==> src/rtl/fp_status_pkg.sv <==
package fp_status_pkg;
   localparam logic [2:0] CLS_NUM  = 3'd0;
   localparam logic [2:0] CLS_ZERO = 3'd1;
   localparam logic [2:0] CLS_INF  = 3'd2;
   localparam logic [2:0] CLS_QNAN = 3'd3;
   localparam logic [2:0] CLS_SNAN = 3'd4;

   // positions inside the exception byte
   localparam int EX_BSUN  = 7;
   localparam int EX_SNAN  = 6;
   localparam int EX_OPERR = 5;
   localparam int EX_OVFL  = 4;
   localparam int EX_UNFL  = 3;
   localparam int EX_DZ    = 2;
   localparam int EX_INEX2 = 1;
   localparam int EX_INEX1 = 0;

   // positions inside the accrued field
   localparam int AC_IOP  = 4;
   localparam int AC_OVFL = 3;
   localparam int AC_UNFL = 2;
   localparam int AC_DZ   = 1;
   localparam int AC_INEX = 0;

   // positions inside the condition-code nibble
   localparam int CC_NEG  = 3;
   localparam int CC_ZERO = 2;
   localparam int CC_INF  = 1;
   localparam int CC_NAN  = 0;

   localparam int EXC_W = 8;
   localparam int ACC_W = 5;
   localparam int CC_W  = 4;
endpackage

==> src/rtl/fp_status_cc_gen.sv <==
module fp_status_cc_gen
   import fp_status_pkg::*;
(
   input  logic              sign,
   input  logic [2:0]        cls,
   output logic [CC_W-1:0]   cc,
   output logic              is_snan
);
   always_comb begin
      cc          = '0;
      cc[CC_NEG]  = sign;
      is_snan     = 1'b0;
      case (cls)
         CLS_ZERO: cc[CC_ZERO] = 1'b1;
         CLS_INF:  cc[CC_INF]  = 1'b1;
         CLS_QNAN: cc[CC_NAN]  = 1'b1;
         CLS_SNAN: begin
            cc[CC_NAN] = 1'b1;
            is_snan    = 1'b1;
         end
         default:  ;
      endcase
   end
endmodule

==> src/rtl/fp_status_accrue.sv <==
module fp_status_accrue
   import fp_status_pkg::*;
(
   input  logic [EXC_W-1:0] exc,
   output logic [ACC_W-1:0] acc
);
   always_comb begin
      acc          = '0;
      acc[AC_IOP]  = exc[EX_BSUN] | exc[EX_SNAN] | exc[EX_OPERR];
      acc[AC_OVFL] = exc[EX_OVFL];
      acc[AC_UNFL] = exc[EX_UNFL] & exc[EX_INEX2];
      acc[AC_DZ]   = exc[EX_DZ];
      acc[AC_INEX] = exc[EX_INEX1] | exc[EX_INEX2] | exc[EX_OVFL];
   end
endmodule

==> src/rtl/fp_status_flags.sv <==
module fp_status_flags
   import fp_status_pkg::*;
#(
   parameter int REG_W    = 32,
   parameter int CC_LSB   = 24,
   parameter int EXC_LSB  = 8,
   parameter int ACC_LSB  = 3,
   parameter bit TRAP_REG = 1'b1
) (
   input  logic              clk,
   input  logic              rst,
   input  logic              res_valid,
   input  logic              res_sign,
   input  logic [2:0]        res_class,
   input  logic [EXC_W-1:0]  res_exc,
   input  logic [EXC_W-1:0]  ctrl_enable,
   input  logic              sw_wr,
   input  logic [REG_W-1:0]  sw_data,
   output logic [REG_W-1:0]  status,
   output logic              trap_req
);
   localparam int CC_TOP  = CC_LSB + CC_W - 1;
   localparam int EXC_TOP = EXC_LSB + EXC_W - 1;
   localparam int ACC_TOP = ACC_LSB + ACC_W - 1;

   generate
      if (CC_TOP >= REG_W) begin : g_bad_cc
         $error("condition-code field exceeds register width");
      end
      if (ACC_TOP >= EXC_LSB) begin : g_bad_acc
         $error("accrued field overlaps exception byte");
      end
      if (EXC_TOP >= CC_LSB) begin : g_bad_exc
         $error("exception byte overlaps condition codes");
      end
   endgenerate

   logic [REG_W-1:0] status_q, status_d;
   logic [CC_W-1:0]  cc_new;
   logic             snan_hit;
   logic [EXC_W-1:0] exc_new;
   logic [ACC_W-1:0] acc_new;
   logic             take_res;

   fp_status_cc_gen u_cc (
      .sign    (res_sign),
      .cls     (res_class),
      .cc      (cc_new),
      .is_snan (snan_hit)
   );

   always_comb begin
      exc_new          = res_exc;
      exc_new[EX_SNAN] = res_exc[EX_SNAN] | snan_hit;
   end

   fp_status_accrue u_acc (
      .exc (exc_new),
      .acc (acc_new)
   );

   assign take_res = res_valid & ~sw_wr;

   always_comb begin
      status_d = status_q;
      if (sw_wr) begin
         status_d = sw_data;
      end else if (res_valid) begin
         status_d[CC_TOP:CC_LSB]   = cc_new;
         status_d[EXC_TOP:EXC_LSB] = exc_new;
         status_d[ACC_TOP:ACC_LSB] = status_q[ACC_TOP:ACC_LSB] | acc_new;
      end
   end

   always_ff @(posedge clk) begin
      if (rst) status_q <= '0;
      else     status_q <= status_d;
   end

   assign status = status_q;

   generate
      if (TRAP_REG) begin : g_trap_pulse
         logic trap_q;
         always_ff @(posedge clk) begin
            if (rst) trap_q <= 1'b0;
            else     trap_q <= take_res & (|(exc_new & ctrl_enable));
         end
         assign trap_req = trap_q;
      end else begin : g_trap_level
         assign trap_req = |(status_q[EXC_TOP:EXC_LSB] & ctrl_enable);
      end
   endgenerate
endmodule

==> config.mk <==
export PLATFORM = sky130hd
export DESIGN_NAME = fp_status_flags
export DESIGN_NICKNAME = d
export VERILOG_FILES = /design/src/rtl/fp_status_pkg.sv /design/src/rtl/fp_status_cc_gen.sv /design/src/rtl/fp_status_accrue.sv /design/src/rtl/fp_status_flags.sv
export SDC_FILE = /design/constraint.sdc
export NUM_CORES = 1
export LEC_CHECK = 0
export CAP_MARGIN = 0
export CORE_MARGIN = 2
export CORE_UTILIZATION = 36
export DETAILED_ROUTE_END_ITERATION = 7
export HOLD_SLACK_MARGIN = 0.02
export PLACE_DENSITY_LB_ADDON = 0.15
export RECOVER_POWER = 25
export SLEW_MARGIN = 20
export SYNTH_ARGS = -nofsm -noshare
export SYNTH_HDL_FRONTEND = slang
export SYNTH_SLANG_ARGS = --single-unit
==> constraint.sdc <==
create_clock -name clk -period 1.3 [get_ports clk]
set_clock_uncertainty 0.05 [all_clocks]
set_input_delay 0.13 -clock clk [delete_from_list [all_inputs] [get_ports clk]]
set_output_delay 0.13 -clock clk [all_outputs]
set_load 0.02 [all_outputs]
After elaboration in Yosys (flattened, before gate mapping)
Index checks and enable logic that the tools add are counted.
{"block": "classes", "eq_ne": 4, "muxes": 8, "bitwise": 11, "reduce_logical": 3}
{"cell": "$mux 13", "count": 2}
{"cell": "$and 8x8->8", "count": 1}
{"cell": "$mux 4", "count": 2}
{"cell": "$reduce_or 8->1", "count": 1}
{"cell": "$eq 3x2->1 const B", "count": 2}
{"cell": "$or 1x1->1", "count": 5}
{"cell": "$or 5x5->5", "count": 1}
{"cell": "$mux 1", "count": 4}
{"cell": "$and 1x1->1", "count": 3}
{"cell": "$eq 3x1->1 const B", "count": 1}
{"cell": "$eq 3x3->1 const B", "count": 1}
{"cell": "$reduce_bool 2->1", "count": 1}
{"cell": "$reduce_or 2->1", "count": 1}
{"cell": "$not 1->1", "count": 1}
{"block": "totals", "ff_bits": 33, "in_bits": 56, "out_inout_bits": 33, "word_cells": 29}

Longest topological paths before layout
Gate-level depths: netlist of run 1.
{"block": "depth", "ltp_word": 8, "mapped_depth": 5, "depth_no_buf": 3}

Modules after synthesis
From an unflattened synthesis of run 1, not the netlist that was laid out.
{"block": "hier_totals", "cells_unflattened": 145, "hier_area_um2": 1470.2}
{"mod": "fp_status_flags", "instances": 1, "cells_each": 134, "area_each_um2": 1388.8, "seq_area_each_um2": 660.6}
{"mod": "fp_status_cc_gen", "instances": 1, "cells_each": 6, "area_each_um2": 46.3, "seq_area_each_um2": 0.0}
{"mod": "fp_status_accrue", "instances": 1, "cells_each": 5, "area_each_um2": 35.0, "seq_area_each_um2": 0.0}

Worst setup path before layout of run 1
Ideal clock, no wire load.
{"block": "synth_path", "kind": "register -> register", "from": "reg status_q[7], in the netlist status[7]", "to": "reg status_q[7], in the netlist status[7]", "setup_ns": 0.139, "arrival_time_ns": 1.058, "t_required_ns": 1.111, "slack_ns": 0.053, "path_stages_with_launch": 4, "n_path_buf": 0, "period_less_slack_ns": 1.247, "path_cell_list": "dfxtp_1 or4_4 nor3_2 a2111oi_2"}
{"block": "synth_between", "elab_chain_cells": 3}
{"item": "from (decl)", "line_no": "fp_status_flags.sv:38", "text": "logic [REG_W-1:0] status_q, status_d;"}
{"item": "from (signal assigned)", "line_no": "fp_status_flags.sv:77", "text": "else status_q <= status_d;"}
{"item": "$or 5x5->5", "line_no": "fp_status_flags.sv:71", "text": "status_d[ACC_TOP:ACC_LSB] = status_q[ACC_TOP:ACC_LSB] | acc_new;"}
{"item": "$mux 13", "line_no": "fp_status_flags.sv:68", "text": "end else if (res_valid) begin"}
{"item": "$mux 13", "line_no": "fp_status_flags.sv:66", "text": "if (sw_wr) begin"}
No other way between the ends. The select of a mux whose other input is x is not followed.
A chain may end at the register's enable or synchronous reset.

Final worst setup path of run 1
{"block": "layout_path", "from": "in res_valid", "to": "reg status_q[11], in the netlist status[11]"}
{"block": "layout_between", "elab_chain_cells": 1}
{"item": "from (decl)", "line_no": "fp_status_flags.sv:12", "text": "input logic res_valid,"}
{"item": "$reduce_bool 2->1 (no line)"}
No other way between the ends.

==> out/results.txt, run 1 <==
Synth top area share: 46.28%
Vias per cell: 4.969
CTS Hold Bufs: 0
Post-synthesis cell type count: 29
Number of flops mapped to enable cells by yosys: 0
Die X: 66.98 µm
Flops & latches, synth: 33
Synth top area cells: dfxtp_1 (46%), mux2i_1 (16%), nor2_1 (6.0%), mux2_2 (5.5%), nor3b_1 (3.2%)
GR Layer Usage met1: 21.64%
Routability cong.: 0.7352
First-pass GRT wire length: 6610 µm
Vias in the first global route: 1500
Ys async rst share: 0%
Die area: 4486 µm²
Fmax: 0.8039 GHz
Initial Util: 38.14%
Most frequent cells in the layout: clkdlybuf4s50_1 (53), dlygate4sd2_1 (33), dfxtp_1 (33)
Final antenna-violating net count: 0
R2R setup slack: 0.08 ns
Gr busiest metal: met2
Setup CP Type: input port to flip-flop
Final setup margin: 0.05609 ns
CTS clk-pin slew, worst paths: 0.07 ns
Detailed Routing Iterations Pass 1: 4
Met3 usage: 5.068%
CTS root buf: clkbuf_8
Die height: 66.98 µm
Largest net degree at the start of global routing: 45
Pwr Total: 2.461 mW
DR vias: 1446
Final setup vio count: 0
Mapped Cells: 145
N_diodes: 0
Worst-path fanout max: 16
Post-CTS Setup Bufs: 0
Most common cell after layout, fill and taps aside: clkdlybuf4s50_1
Post-synthesis sequential area ratio: 46.28%
CTS tree: done
Met2 usage: 36.00%
TNS Setup: 0 ns
Synth area leader: dfxtp_1
Arrival @ worst endpoint: 1.36 ns
Hold Vio Cnt, Final: 0
Synthesized Nets: 201
Grt total ovfl: 0
Maximum vdd drop: 0.7564 mV
Final Max Tran Viols: 0
CTS Buf Count: 5
Tot GR Track Use: 19.31%
DRC: 0
Layout cell share with drive strength beyond 1: 13.17%
Unrepaired setup endpoints after global routing: no
Status: finished clean
Startpoint types: input port
Syn_area_per_cell: 9.846 µm²
Layout Nets: 299
Final period util: 95.69%
Synth-to-layout area growth: 74.06%
Max cap viols: 0
Least-Margin Pin Slew: 0.3290 ns
Initial antenna violation count: 0
CP Capture Type: flip-flop
Post-Syn Area: 1428 µm²
WL final: 4187 µm
Clock sinks: 33
Cell Rows: 22
CP required: 1.42 ns
Min-delay worst type: input port to flip-flop
Final period demand of the worst path: 1.244 ns
DRT iter0 DRCs: 33
Htree depth: 2
Slew headroom: 78.07%
# IOs: 89
Dominant synthesized flop cell: dfxtp_1
Worst-skew pair later-pin latency: 0.27 ns
WL per Instance: 14.39 µm
Count of input and output buffers: 88
Leakage: 1.139 nW
Pre-CTS worst setup slack: -0.2232 ns
Core Region: 3744 µm²
Pwr dens: 990.2 nW/µm²
YS warnings: 0
Clk buf depth: 2
HPWL after DPL: 3261 µm
[path summary, 6_finish.rpt]
kind | to | start | cells past startpoint
min reg2reg | status[21] | status[21] | 2
max reg2reg | status[7] | status[7] | 3
max | status[11] | res_valid | 5
min | status[24] | sw_wr | 4
[Yosys cell counts, types with 2 or more instances]
cell type,count
nand3b_1,2
mux2i_1,23
nor3b_1,6
buf_2,4
mux2_2,7
nor3_1,4
a21oi_1,8
nor2b_1,5
nand2_1,3
nor2_1,23
a211oi_1,2
dfxtp_1,33
clkbuf_1,5
o21ai_0,5
[timing repair]
action                     4_1_cts  5_1_grt
cloned                           0        0
pin swaps                        0        0
setup endpoints to repair       33        3
gates resized for setup         33        2
[state kept, by name (all words and copies together) (netlist names)]
name      flops
status       32
trap_req      1
[final cells by class]
class                   instances  area, µm²
fillers                       343       1259
multi-input cells             100      713.2
inverters                       1      3.754
flip-flops and latches         33      660.6
well taps                      48      60.06
clock buffers                   7      86.33
repair buffers                102      960.9
[cells by family (layout without fill, tap and decap cells)]
logic type             after synthesis  after routing  share of synthesized area [%]
AND/OR/NAND/NOR                     47             47                          17.18
AO/OA/AOI/OAI                       23             23                          10.61
multiplexers                        30             30                          21.65
buffers and inverters               12            110                          4.295
flip-flops                          33             33                          46.27
[metrics by stage]
step           instance area [µm²]  utilization, %  std cells  hold WS, ns
3_5_place_dp                  2436           65.07        284       0.4340
2_1_floorplan                 1428               -        145       0.2268
4_1_cts                       2481           66.28        291       0.3173
3_3_place_gp                  2436           65.07        284       0.4264
6_report                      2485           66.38        291       0.3164
5_1_grt                       2485           66.38        291       0.3337
[layer usage]
metal | vias up | wire length [µm]
met2 | 58 | 2166
met1 | 673 | 1690
met5 | - | 0
li1 | 708 | -
met3 | 7 | 294
met4 | 0 | 35
[critical path, cell delays in order]
cell             delay (ns)
clkdlybuf4s50_1        0.53
buf_12                 0.17
mux2_2                 0.34
mux2i_1                0.14
nor2_1                 0.05
[power by group]
group          total [mW]  switching, mW  internal (mW)
combinational       0.595          0.262          0.333
sequential           1.11         0.0306           1.08
clock               0.757          0.337          0.420
total                2.46          0.630           1.83
Power figures use the tool's default switching activity.
==> inputs of run 2 (changes only) <==
PLACE_DENSITY = 0.9   (was default)
PLACE_DENSITY_LB_ADDON = default   (was 0.15)
SLEW_MARGIN = default   (was 20)
==> run 2 against run 1 <==
  * Cell area decreased by 0.25%
  * Maximum frequency up 4.0%
  * Non-clock buffer count up 3
  * Clock power down 1%
  * Critical path depth is 1 lower
  * Final cell count up 1.4%
  * Global-route usage decreased by 0.098 points
  * Sequential cell count did not move
==> out/results.txt, run 2 (synthesis results as in run 1) <==
Combinational cell fraction of total power: 24.0% (-0.2 points)
CTS tree: done
Clk buf depth: 2 (unchanged)
First-pass GRT wire length: 6389 µm (-3.3%)
Sequential Power Share: 45.4% (+0.3 points)
Detailed Routing Iterations Pass 1: 4 (unchanged)
Hold path startpoint: sw_wr
TNS Setup: 0 ns (unchanged)
Worst-path cell chain: dlygate4sd3_1 > clkbuf_2 > clkbuf_1 > nor3_1
Grt total ovfl: 0 (unchanged)
WL final: 3957 µm (-5.5%)
Setup CP Type: input port to flip-flop
Die height: 66.98 µm (unchanged)
CP required: 1.42 ns (about the same)
Reg2reg start: status[7]
HPWL after DPL: 2993 µm (-8.2%)
Unrepaired setup endpoints after global routing: no
CP Capture Type: flip-flop
Arrival @ worst endpoint: 1.31 ns (-0.05 ns)
Vias in the first global route: 1363 (-9.1%)
Tot GR Track Use: 19.21% (-0.098 points)
Maximum vdd drop: 0.6918 mV (-8.5%)
Slowest stage delay, CP: 0.52 ns (about the same)
Most common cell after layout, fill and taps aside: clkdlybuf4s50_1
Internal Power: 1.780 mW (-2.8%)
DRC: 0 (unchanged)
N_diodes: 0 (unchanged)
# IOs: 89 (unchanged)
Core Region: 3744 µm² (unchanged)
CTS Hold Bufs: 0 (unchanged)
Hold Vio Cnt, Final: 0 (unchanged)
WL per Instance: 13.41 µm (-6.8%)
Max reg flops: 32 (unchanged)
Leakage: 1.145 nW (+0.55%)
Die X: 66.98 µm (unchanged)
Least-Margin Pin Slew: 0.3735 ns (+0.04448 ns)
WHS: 0.3174 ns (+0.001008 ns)
Net Sw Frac: 27.07% (+1.5 points)
NetSw: 0.6606 mW (+4.9%)
Startpoint types: input port
Status: finished clean
Layout cell share with drive strength beyond 1: 13.77% (+0.60 points)
Htree depth: 2 (unchanged)
Final period util: 91.97% (-3.7 points)
Layout Nets: 302 (+1.0%)
DR vias: 1429 (-1.2%)
Count of input and output buffers: 88 (unchanged)
CTS Buf Count: 5 (unchanged)
Final antenna-violating net count: 0 (unchanged)
CTS clk-pin slew, worst paths: 0.07 ns (about the same)
Clock power share: 30.6% (-0.2 points)
Pwr dens: 984.6 nW/µm² (-0.57%)
Final setup vio count: 0 (unchanged)
CTS root buf: clkbuf_8
Initial Util: 38.14% (unchanged)
Fillers: 338 (-1.5%)
DRT iter0 DRCs: 81 (+150%)
Synth-to-layout area growth: 73.62%
Final period demand of the worst path: 1.196 ns (-0.04829 ns)
Max cap viols: 0 (unchanged)
Most frequent cells in the layout: clkdlybuf4s50_1 (53), dlygate4sd2_1 (33), dfxtp_1 (33)
Slowest stage cell, crit path: dlygate4sd3_1
Initial antenna violation count: 0 (unchanged)
Worst-path fanout max: 12 (-4)
CP startpoint: rst
Worst-skew pair later-pin latency: 0.29 ns (+0.02 ns)
Fmax: 0.8364 GHz (+4.0%)
Die area: 4486 µm² (unchanged)
Largest net degree at the start of global routing: 45 (unchanged)
Cell Rows: 22 (unchanged)
Slew headroom: 75.10% (-3.0 points)
Routability cong.: 0.7514 (+2.2%)
Min-delay worst type: input port to flip-flop
Final Max Tran Viols: 0 (unchanged)
Vias per cell: 4.844 (-2.5%)
Clock sinks: 33 (unchanged)
[run 2: changes by cell type in the layout (fill, tap and decap cells not counted)]
cell      previous run  this run
buf_4               11        13
clkbuf_2             0         2
clkinv_2             0         2
buf_12               2         1
clkbuf_8             6         5
nor2b_1              4         5
nor2b_2              1         0
nor3b_1              5         6
nor3b_2              1         0
[run 2: power groups by stage]
stage	Clock, mW	Combinational [mW]	Sequential (mW)
after floorplan	0	0.188	1.21
after global placement	0	0.633	1.13
after detailed placement	0	0.640	1.13
after CTS	0.766	0.596	1.11
after global routing	0.829	0.635	1.11
final	0.747	0.587	1.11
[run 2: per-layer routing]
layer	wire, µm	global-route usage (%)	vias up	part of all wire (%)
met1	1650	22.28	652	42
li1	-	-	718	-
met3	316	6.419	5	8.0
met2	1924	32.38	54	49
met4	66	7.653	0	1.7
met5	0	0	-	0
[run 2: worst paths after layout]
path | to | slack [ns] | depth (start not counted)
setup / recovery | status[4] | 0.10 | 4
hold / removal | status[24] | 0.32 | 4
setup reg to reg | status[7] | 0.11 | 3
hold reg to reg | status[22] | 0.44 | 2
[run 2: stage by stage]
stage / worst slack, ns / utilization (%) / instance area (µm²) / total power [mW] / instances
2_1_floorplan: 0.05338 / - / 1428 / 1.401 / 145
5_1_grt: 0.05208 / 66.21 / 2479 / 2.576 / 295
3_3_place_gp: -0.1384 / 65.34 / 2446 / 1.763 / 287
3_5_place_dp: -0.1554 / 65.34 / 2446 / 1.772 / 287
4_1_cts: 0.1076 / 66.44 / 2487 / 2.470 / 295
6_report: 0.1044 / 66.21 / 2479 / 2.441 / 295
[run 2: critical path, delay by kind of cell]
family / cells / cell delay, ns
buffers and inverters: 3 / 1.08
and+or+nand+nor: 1 / 0.10
[run 2: area by class of cell]
class | count | area [µm²] | area share, %
repair buffers | 105 | 965.9 | 38.97
multi-input cells | 100 | 705.7 | 28.47
flip-flops and latches | 33 | 660.6 | 26.65
clock buffers | 6 | 72.57 | 2.928
well taps | 48 | 60.06 | 2.423
clock inverters | 2 | 10.01 | 0.4038
inverters | 1 | 3.754 | 0.1514
[run 2: what timing repair did]
action / in CTS / in global routing
buffers inserted: 0 / 0
setup endpoints to repair: 33 / 0
gates resized for setup: 33 / 0
